$ cat config.mk
export PLATFORM = sky130hd
export DESIGN_NAME = i2c_fifo_ctrl
export DESIGN_NICKNAME = d
export VERILOG_FILES = /design/src/rtl/i2cf_pkg.sv /design/src/rtl/i2cf_fifo.sv /design/src/rtl/i2cf_flags.sv /design/src/rtl/i2c_fifo_ctrl.sv
export SDC_FILE = /design/constraint.sdc
export NUM_CORES = 1
export LEC_CHECK = 0
export ABC_AREA = 1
export BUFFER_PORTS_ARGS = -buffer_cell sky130_fd_sc_hd__buf_4
export CORE_ASPECT_RATIO = 1.5
export CORE_MARGIN = 1.5
export CORE_UTILIZATION = 30
export CTS_BUF_LIST = sky130_fd_sc_hd__clkbuf_4 sky130_fd_sc_hd__clkbuf_8
export DETAILED_ROUTE_END_ITERATION = 16
export SLEW_MARGIN = 20
export SYNTH_ARGS = -nofsm -noshare
export SYNTH_HDL_FRONTEND = slang
export SYNTH_SLANG_ARGS = --single-unit
export TNS_END_PERCENT = 30
$ cat constraint.sdc
create_clock -name clk -period 2 [get_ports clk]
set_input_delay 0 -clock clk [delete_from_list [all_inputs] [get_ports clk]]
set_output_delay 0 -clock clk [all_outputs]
set_load 0.05 [all_outputs]
$ cat src/rtl/i2cf_pkg.sv
package i2cf_pkg;
  // Register indices on the host port
  localparam logic [2:0] A_CTRL  = 3'd0;
  localparam logic [2:0] A_STAT  = 3'd1;
  localparam logic [2:0] A_IEN   = 3'd2;
  localparam logic [2:0] A_DATA  = 3'd3;
  localparam logic [2:0] A_RXLVL = 3'd4;
  localparam logic [2:0] A_TXLVL = 3'd5;

  // Status bit positions
  localparam int unsigned S_TXLOW  = 0;
  localparam int unsigned S_RXTRIG = 1;
  localparam int unsigned S_TXDONE = 2;
  localparam int unsigned S_ERR    = 3;
  localparam int unsigned NSTAT    = 4;
  localparam int unsigned NIRQ     = 3;

  // Control field positions
  localparam int unsigned C_TXRST  = 0;
  localparam int unsigned C_RXRST  = 1;
  localparam int unsigned C_TXCODE = 2;
  localparam int unsigned C_RXLVL  = 4;
endpackage

$ cat src/rtl/i2cf_fifo.sv
module i2cf_fifo #(
  parameter int unsigned DW    = 8,
  parameter int unsigned DEPTH = 16
) (
  input  logic                         clk,
  input  logic                         rst,
  input  logic                         clear,
  input  logic                         push,
  input  logic [DW-1:0]                wdata,
  input  logic                         pop,
  output logic [DW-1:0]                head,
  output logic [$clog2(DEPTH+1)-1:0]   count,
  output logic                         full,
  output logic                         empty
);
  localparam int unsigned AW = $clog2(DEPTH);
  localparam int unsigned CW = $clog2(DEPTH + 1);
  localparam logic [AW-1:0] LAST = AW'(DEPTH - 1);

  logic [DW-1:0] mem [DEPTH];
  logic [AW-1:0] wr_ptr, rd_ptr;
  logic [CW-1:0] cnt;
  logic          do_push, do_pop;

  assign full    = (cnt == CW'(DEPTH));
  assign empty   = (cnt == '0);
  assign do_push = push && !full && !clear;
  assign do_pop  = pop && !empty && !clear;

  always_ff @(posedge clk) begin
    if (do_push) mem[wr_ptr] <= wdata;
  end

  always_ff @(posedge clk) begin
    if (rst || clear) begin
      wr_ptr <= '0;
      rd_ptr <= '0;
      cnt    <= '0;
    end else begin
      if (do_push) wr_ptr <= (wr_ptr == LAST) ? '0 : wr_ptr + 1'b1;
      if (do_pop)  rd_ptr <= (rd_ptr == LAST) ? '0 : rd_ptr + 1'b1;
      case ({do_push, do_pop})
        2'b10:   cnt <= cnt + 1'b1;
        2'b01:   cnt <= cnt - 1'b1;
        default: cnt <= cnt;
      endcase
    end
  end

  assign head  = mem[rd_ptr];
  assign count = cnt;


  cnt_range_chk: assert property (@(posedge clk) disable iff (rst)
    cnt <= CW'(DEPTH));

  clear_empty_chk: assert property (@(posedge clk) disable iff (rst)
    clear |=> (cnt == '0));

  full_push_chk: assert property (@(posedge clk) disable iff (rst)
    (push && full && !pop && !clear) |=> $stable(cnt));
endmodule

$ cat src/rtl/i2cf_flags.sv
module i2cf_flags
  import i2cf_pkg::*;
#(
  parameter int unsigned DEPTH = 16
) (
  input  logic                          clk,
  input  logic                          rst,
  input  logic [$clog2(DEPTH+1)-1:0]    rx_cnt,
  input  logic [$clog2(DEPTH+1)-1:0]    tx_cnt,
  input  logic [$clog2(DEPTH)-1:0]      rx_lvl,
  input  logic [1:0]                    tx_code,
  input  logic                          byte_sent,
  input  logic                          err_evt,
  input  logic                          stat_wr,
  input  logic [NSTAT-1:0]              stat_wdata,
  input  logic [NIRQ-1:0]               ien,
  output logic [NSTAT-1:0]              stat,
  output logic                          hold_scl,
  output logic                          irq
);
  localparam int unsigned CW = $clog2(DEPTH + 1);
  localparam logic [CW-1:0] HALF = CW'(DEPTH / 2);

  logic [CW-1:0]    tx_thr;
  logic [NSTAT-1:0] keep, set_now, stat_n;

  assign tx_thr = HALF >> tx_code;
  assign keep   = stat_wr ? stat_wdata : '1;

  always_comb begin
    set_now           = '0;
    set_now[S_TXLOW]  = (tx_cnt <= tx_thr);
    set_now[S_RXTRIG] = (rx_cnt > CW'(rx_lvl));
    set_now[S_TXDONE] = byte_sent && (tx_cnt == '0);
    set_now[S_ERR]    = err_evt;
    stat_n            = (stat & keep) | set_now;
  end

  always_ff @(posedge clk) begin
    if (rst) stat <= '0;
    else     stat <= stat_n;
  end

  assign hold_scl = stat[S_RXTRIG] | stat[S_TXDONE];
  assign irq      = |(stat[NIRQ-1:0] & ien);


  rx_trig_set_chk: assert property (@(posedge clk) disable iff (rst)
    (rx_cnt > CW'(rx_lvl)) |=> stat[S_RXTRIG]);

  tx_done_set_chk: assert property (@(posedge clk) disable iff (rst)
    (byte_sent && tx_cnt == '0) |=> stat[S_TXDONE]);

  tx_low_set_chk: assert property (@(posedge clk) disable iff (rst)
    (tx_cnt <= (HALF >> tx_code)) |=> stat[S_TXLOW]);

  err_sticky_chk: assert property (@(posedge clk) disable iff (rst)
    (stat[S_ERR] && !(stat_wr && !stat_wdata[S_ERR])) |=> stat[S_ERR]);
endmodule

$ cat src/rtl/i2c_fifo_ctrl.sv
module i2c_fifo_ctrl
  import i2cf_pkg::*;
#(
  parameter int unsigned DW    = 8,
  parameter int unsigned DEPTH = 16
) (
  input  logic          clk,
  input  logic          rst,
  input  logic [2:0]    reg_addr,
  input  logic          reg_wr,
  input  logic          reg_rd,
  input  logic [DW-1:0] reg_wdata,
  output logic [DW-1:0] reg_rdata,
  output logic          eng_tx_avail,
  output logic [DW-1:0] eng_tx_data,
  input  logic          eng_tx_pop,
  output logic          eng_rx_space,
  input  logic [DW-1:0] eng_rx_data,
  input  logic          eng_rx_push,
  input  logic          eng_byte_sent,
  output logic          hold_scl,
  output logic          irq
);
  localparam int unsigned AW = $clog2(DEPTH);
  localparam int unsigned CW = $clog2(DEPTH + 1);

  logic [AW-1:0]    rx_lvl_q;
  logic [1:0]       tx_code_q;
  logic [NIRQ-1:0]  ien_q;
  logic [NSTAT-1:0] stat;
  logic [CW-1:0]    rx_cnt, tx_cnt;
  logic [DW-1:0]    rx_head;
  logic             rx_full, rx_empty, tx_full, tx_empty;
  logic             ctrl_wr, stat_wr, ien_wr;
  logic             tx_push, rx_pop, rx_clr, tx_clr, err_evt;
  logic [DW-1:0]    rdata_d;

  assign ctrl_wr = reg_wr && (reg_addr == A_CTRL);
  assign stat_wr = reg_wr && (reg_addr == A_STAT);
  assign ien_wr  = reg_wr && (reg_addr == A_IEN);
  assign tx_push = reg_wr && (reg_addr == A_DATA);
  assign rx_pop  = reg_rd && (reg_addr == A_DATA);
  assign rx_clr  = ctrl_wr && reg_wdata[C_RXRST];
  assign tx_clr  = ctrl_wr && reg_wdata[C_TXRST];
  assign err_evt = (tx_push && tx_full) || (rx_pop && rx_empty);

  i2cf_fifo #(.DW(DW), .DEPTH(DEPTH)) u_txq (
    .clk(clk), .rst(rst), .clear(tx_clr),
    .push(tx_push), .wdata(reg_wdata),
    .pop(eng_tx_pop), .head(eng_tx_data),
    .count(tx_cnt), .full(tx_full), .empty(tx_empty)
  );

  i2cf_fifo #(.DW(DW), .DEPTH(DEPTH)) u_rxq (
    .clk(clk), .rst(rst), .clear(rx_clr),
    .push(eng_rx_push), .wdata(eng_rx_data),
    .pop(rx_pop), .head(rx_head),
    .count(rx_cnt), .full(rx_full), .empty(rx_empty)
  );

  i2cf_flags #(.DEPTH(DEPTH)) u_flags (
    .clk(clk), .rst(rst),
    .rx_cnt(rx_cnt), .tx_cnt(tx_cnt),
    .rx_lvl(rx_lvl_q), .tx_code(tx_code_q),
    .byte_sent(eng_byte_sent), .err_evt(err_evt),
    .stat_wr(stat_wr), .stat_wdata(reg_wdata[NSTAT-1:0]),
    .ien(ien_q), .stat(stat),
    .hold_scl(hold_scl), .irq(irq)
  );

  always_ff @(posedge clk) begin
    if (rst) begin
      rx_lvl_q  <= '0;
      tx_code_q <= '0;
      ien_q     <= '0;
    end else begin
      if (ctrl_wr) begin
        rx_lvl_q  <= reg_wdata[C_RXLVL +: AW];
        tx_code_q <= reg_wdata[C_TXCODE +: 2];
      end
      if (ien_wr) ien_q <= reg_wdata[NIRQ-1:0];
    end
  end

  always_comb begin
    rdata_d = '0;
    case (reg_addr)
      A_CTRL: begin
        rdata_d[C_RXLVL +: AW]  = rx_lvl_q;
        rdata_d[C_TXCODE +: 2]  = tx_code_q;
      end
      A_STAT:  rdata_d = DW'(stat);
      A_IEN:   rdata_d = DW'(ien_q);
      A_DATA:  rdata_d = rx_empty ? '0 : rx_head;
      A_RXLVL: rdata_d = DW'(rx_cnt);
      A_TXLVL: rdata_d = DW'(tx_cnt);
      default: rdata_d = '0;
    endcase
  end

  always_ff @(posedge clk) begin
    if (rst)         reg_rdata <= '0;
    else if (reg_rd) reg_rdata <= rdata_d;
  end

  assign eng_tx_avail = !tx_empty;
  assign eng_rx_space = !rx_full;


  hold_follows_chk: assert property (@(posedge clk) disable iff (rst)
    (eng_byte_sent && !eng_tx_avail && !stat_wr) |=> hold_scl);
endmodule

# Yosys cells after proc, flatten, opt, wreduce, memory -nomap -nowiden
# Memories as Yosys holds them, arrays and structs flattened. A register that Yosys moved wholly into a read port is not among the register bits.
# Index checks and enable logic that the tools add are counted.
dict set report op_classes {
  n_bitwise 4
  mux 18
  shifts 1
  n_addsub 8
  eq_ne 15
  n_lt_le_gt_ge 2
  reduce_logical 33
}
# operator n
set op_table {}
lappend op_table {{4-bit 2-to-1 mux} 9}
lappend op_table {{6-bit case mux with 6 select lines} 1}
lappend op_table {{5-bit case mux with 2 select lines} 2}
lappend op_table {{1-bit logical AND} 18}
lappend op_table {{4-bit by 1-bit adder with 4-bit output (second input constant)} 4}
lappend op_table {{4-bit equality test (second input constant)} 4}
lappend op_table {{5-bit by 1-bit adder with 5-bit output (second input constant)} 2}
lappend op_table {{5-bit equality test (second input constant)} 2}
lappend op_table {{5-bit logical NOT} 2}
lappend op_table {{2-bit case mux with 5 select lines} 1}
lappend op_table {{5-bit by 1-bit subtractor with 5-bit output (second input constant)} 2}
lappend op_table {{8-bit 2-to-1 mux} 1}
lappend op_table {{3-bit by 2-bit equality test with 1-bit output (second input constant)} 2}
lappend op_table {{3-bit equality test (second input constant)} 2}
lappend op_table {{1-bit logical NOT} 6}
lappend op_table {{5-bit by 4-bit greater-than comparator with 1-bit output} 1}
lappend op_table {{5-bit <= comparator} 1}
lappend op_table {{4-bit by 2-bit >> shifter with 5-bit output (first input constant)} 1}
lappend op_table {{4-bit AND} 1}
lappend op_table {{2-bit by 1-bit equality test with 1-bit output (second input constant)} 2}
lappend op_table {{2-bit equality test (second input constant)} 2}
lappend op_table {{1-bit 2-to-1 mux} 4}
lappend op_table {{4-bit OR} 1}
lappend op_table {{2-bit nonzero test} 2}
lappend op_table {{6 further kinds} 8}
dict set report totals {
  ramBits 256
  wordCells 94
  out_inout_bits 20
  reg_bits 47
  n_memories 2
}
# memory depth word_bits rd rd_ports_with_merged_regs write_ports line
set mem_list {}
lappend mem_list {u_rxq.mem 16 8 1 1 1 i2cf_fifo.sv:20} ;# logic [DW-1:0] mem [DEPTH];
lappend mem_list {u_txq.mem 16 8 1 1 1 i2cf_fifo.sv:20}

# Logic depth before layout (Yosys ltp)
dict set report depth {
  depth_word 7
  depth_mapped 17
}

# By module
# Synthesis repeated with hierarchy kept, for this count alone.
dict set report unflattened {
  hier_cells 1337
  area_unflattened_um2 13960.9
}
# module cells_per_inst area_each_um2 n_inst seq_area_each_um2
set by_module_without_submodules {}
lappend by_module_without_submodules {{i2cf_fifo at u_txq} 557 6246.0 1 4184.0}
lappend by_module_without_submodules {{i2cf_fifo at u_rxq} 554 6233.5 1 4184.0}
lappend by_module_without_submodules {i2c_fifo_ctrl 158 1058.5 1 340.3}
lappend by_module_without_submodules {i2cf_flags 68 422.9 1 80.1}

# Worst setup path after synthesis
# OpenSTA, ideal clock, no wires.
dict set report synth_timing {
  path_type {flip-flop to flip-flop}
  start {register u_rxq.cnt[2] (netlist: u_rxq.count[2])}
  end {register u_rxq.cnt[4] (netlist: u_rxq.count[4])}
  setup_time_ns 0.067
  path_stages_with_launch 17
  t_arrival_ns 2.447
  n_path_buf 0
  slack_ns -0.514
  cell_sequence {dfxtp_1 nor2_1 nand3_1 nand2_1 inv_2 nand2_2 ha_1 xor2_1 ha_1 inv_1 nand2_2 nand2_2 nand2_1 nand2_1 nand2_1 nand2_1 a21oi_2}
}
dict set report synth_via {
  elab_chain_len 6
  word_cells_on_any_way 14
  classes_between {2 x add/sub; 3 x eq/ne; 1 x mux; 8 x reduce/logical}
}
# element line
set synth_rtl {}
lappend synth_rtl {{start: declaration} i2cf_fifo.sv:22} ;# logic [CW-1:0] cnt;
lappend synth_rtl {{start signal: assignment} i2cf_fifo.sv:43} ;# 2'b10: cnt <= cnt + 1'b1;
lappend synth_rtl {{start signal: assignment} i2cf_fifo.sv:44} ;# 2'b01: cnt <= cnt - 1'b1;
lappend synth_rtl {{start signal: assignment} i2cf_fifo.sv:45} ;# default: cnt <= cnt;
lappend synth_rtl {{5-bit equality test (*)} i2cf_fifo.sv:25} ;# assign full = (cnt == CW'(DEPTH));
lappend synth_rtl {{1-bit logical NOT (*)} n/a}
lappend synth_rtl {{named net eng_rx_space} i2c_fifo_ctrl.sv:17} ;# output logic eng_rx_space,
lappend synth_rtl {{1-bit logical AND (*) (2 in series)} i2cf_fifo.sv:27} ;# assign do_push = push && !full && !clear;
lappend synth_rtl {{2-bit by 1-bit equality test with 1-bit output / 2-bit equality test (equally long branches)} i2cf_fifo.sv:42} ;# case ({do_push, do_pop})
lappend synth_rtl {{5-bit case mux with 2 select lines / 2-bit nonzero test (equally long branches)} n/a}
# The timed path passes the listed nets; every way through them passes the cells marked *.
# A chain may end at the register's enable or synchronous reset.

==> flow_summary_export.csv <==
group,metric,value,unit
route,ant_nets,0,
logic_synthesis,synth-seq-cells,311,
global_routing,grt_pass1_wl,52900,um
floorplanning,die_h,261,um
setup_path,crit_buf_inv,2,
global_routing,track_usage,0.152,
logic_synthesis,syn-cell-area,0.0133,mm^2
clock_network,cts.sink_count,311,
global_routing,grt_pass1_vias,9552,
pwr,powerDensity,1100,mW/mm^2
sta,final_max_slew_viol_count,0,
place,placed_area,0.0147,mm^2
floorplanning,dieWidth,175,um
clock_network,numCtsBuffers,49,
sta,setup_viol,10,
pwr,clkPwrFrac,0.314,
finish,syn_to_final_growth,24.6,%
setup_path,crit_path_cell_trace,"buf_12 > mux2i_1 > o211ai_1 > nand3_1 > nand2_1 > buf_6",
setup_path,critical_path_peak_fanout,8,
logic_synthesis,syn_inst,1198,
logic_synthesis,synth.avg_cell_area,11.1,um^2
sta,fmax,466,MHz
route,drt-total-wl,34900,um
finish,final_area,0.0166,mm^2
finish,fillerInstances,4240,
clock_network,cts.clk_slew.worst_paths,0.06,ns
finish,final_layout_size_suffix_gt1_frac,0.210,
setup_path,end_kind,"output port",
sta,rsz0062_at_grt,"yes",
clock_network,tritoncts,"yes",
floorplanning,rows,94,
sta,fin_hold_ws,0.253,ns
finish,finalNonFillerCells,1968,
clock_network,htree_levels,2,
pwr,finalPower,0.0182,W
pwr,power.internal,0.0126,W
floorplanning,io_pins,46,
place,place_hpwl,22900,um
pwr,power.share.combinational,0.282,
setup_path,cp-start-kind,"register",
place,gp_congestion,0.916,
finish,layout_commonest_cell,"edfxtp_1",
route,drtIter0Drc,610,
route,wl_per_cell,17.7,um
pwr,p_leak,5.98,nW
logic_synthesis,ys_seq_area_frac,0.659,
setup_path,crit_type,"register to output port",
finish,final_cell_mix,"edfxtp_1 (256), nand2_1 (149), nor2_1 (128)",
job,drv_cap,0,
route,dr.pass1.iters,5,
setup_path,critPathTopFamily,"flip-flops",
pwr,power_frac_seq,0.404,
logic_synthesis,synth_cell_types,41,
finish,nNetsFinal,1403,
route,vias,9472,
global_routing,grt_overflow,0,
sta,hold_viol,0,
route,vias_per_cell,4.81,
setup_path,required,2.00,ns
sta,finalCritPeriodShare,1.07,
logic_synthesis,synth_warnings,0,
run_status,violations,"setup timing",
sta,tightest_slew,0.779,ns
setup_path,critPathMaxStageDelay,0.43,ns
sta,layout_setup_ws,-0.144,ns
pwr,ir_drop,0.437,mV
clock_network,cts_root_buf,"clkbuf_8",
run_status,status,"finished, violations left",
logic_synthesis,syn_nets,1248,
setup_path,arrival,2.14,ns
pwr,switching_share,0.307,
place,dp_cells,1829,
sta,skew,0.0342,ns
setup_path,slowest_stage,"dfxtp_4",
floorplanning,start_util,0.304,
route,drcViolationCount,0,
floorplanning,dieArea,0.0457,mm^2
clock_network,clock_latency,0.59,ns
sta,slew-limit-headroom,0.478,
place,numPortBuffers,45,
global_routing,grt_max_degree,56,
pwr,switching_power,0.00559,W
global_routing,antenna_found_initial,0,
floorplanning,core-area,0.0439,mm^2
worst_hold_path,hp-class,"input pin to register",
clock_network,cts_buffer_depth,3,
finish,antenna_cells,0,
sta,fin_crit,2.14,ns
==> worst paths after layout <==
path                                      from              to  slack (ns)  depth (start not counted)
worst max-delay path                  register  eng_tx_data[4]       -0.14                          6
worst min-delay path                       rst    reg_rdata[3]        0.25                          3
worst max register to register  u_txq.count[0]  u_txq.count[4]       -0.05                         18
worst min register to register    reg_rdata[2]    reg_rdata[2]        0.47                          2
==> cells by family after synthesis <==
family	count (synthesis)	share of synthesized area
AOI/OAI and AO/OA	276	0.117
xor gates and xnor gates	11	0.00723
adders and majority gates	24	0.0225
buffers and inverters	166	0.0514
DFF	311	0.659
muxes	32	0.0240
and+or+nand+nor	378	0.118
==> state kept, by name, summed over array words and instances (netlist names), 4 cells and up, named ones only <==
register	count
u_txq.mem	128
rx_lvl_q	4
u_txq.count	5
u_txq.wr_ptr	4
u_txq.rd_ptr	4
u_rxq.wr_ptr	4
u_rxq.rd_ptr	4
reg_rdata	8
u_rxq.count	5
u_rxq.mem	128
u_flags.stat	4
==> cells in the mapped netlist <==
master	n	area share
inv_1	101	0.028
o22ai_1	9	0.0042
clkbuf_1	20	0.0056
o211ai_1	56	0.032
nor3_2	1	0.00075
nor2_2	3	0.0014
a21oi_2	1	0.00066
buf_2	19	0.0071
buf_6	1	0.00084
edfxtp_1	256	0.58
nand3_1	51	0.019
nand2_2	5	0.0023
clkbuf_2	1	0.00038
nand4_1	8	0.0038
o21ai_0	96	0.036
nor3b_1	1	0.00056
a311oi_1	1	0.00066
o221ai_1	1	0.00066
inv_2	12	0.0034
xor2_1	11	0.0072
nor2_4	1	0.00084
o2bb2ai_1	1	0.00066
o21ai_2	1	0.00066
o31ai_1	2	0.0011
nand3_2	3	0.0023
o21ai_1	21	0.0079
mux2i_1	32	0.024
or2_1	1	0.00047
nor3_1	7	0.0026
or2_0	1	0.00047
buf_1	1	0.00028
ha_1	24	0.023
a211oi_1	1	0.00056
o21a_1	1	0.00056
dfxtp_1	55	0.083
clkinv_1	3	0.00084
buf_4	8	0.0045
nor2_1	137	0.039
nand2_1	159	0.045
a31oi_1	2	0.00094
a21oi_1	83	0.031
==> routing by layer <==
metal  vias to the layer above  wire length, um  track usage
li1                       4537                -            -
met1                      4588            12900        0.160
met2                       249            18700        0.288
met3                        98             1480       0.0213
met4                         0             1820       0.0867
met5                         -                0            0
==> power by group through the flow <==
stage          clock network, W  logic (W)  registers [W]
6_report                0.00572    0.00514        0.00736
2_1_floorplan                 0    0.00279        0.00746
4_1_cts                 0.00585    0.00470        0.00735
3_3_place_gp                  0    0.00389        0.00749
3_5_place_dp                  0    0.00394        0.00750
5_1_grt                 0.00607    0.00555        0.00738
==> worst min-delay path: cells and delay by family <==
kind	cells	cell delay (ns)
buf+inv	2	0.73
compound gates	1	0.05
==> metrics by stage <==
step	utilization	worst slack [ns]	setup TNS, ns
after floorplan	-	0.0161	0
after global placement	0.336	0.0113	0
after detailed placement	0.336	-0.0189	-0.0189
after CTS	0.373	-0.168	-1.22
after global routing	0.379	-0.212	-1.97
final	0.379	-0.144	-0.869
==> final cells by class <==
type	instances	area [um^2]	area share
clock inverter	23	218	0.0131
tap	576	721	0.0434
timing repair buffer	154	1490	0.0900
inverter	116	444	0.0267
clock buffer	67	835	0.0503
sequential	311	8810	0.530
multi-input combinational	721	4090	0.246
==> timing repair <==
item / 4_1_cts / 5_1_grt
resized for setup: 37 / 58
buffers inserted: 11 / 7
gates cloned: 3 / 2
hold endpoints to repair: 289 / 0
endpoints found under the setup margin: 10 / 51
pin swaps: 20 / 39
hold buffers: 27 / 0
(Power assumes the default switching activity.)
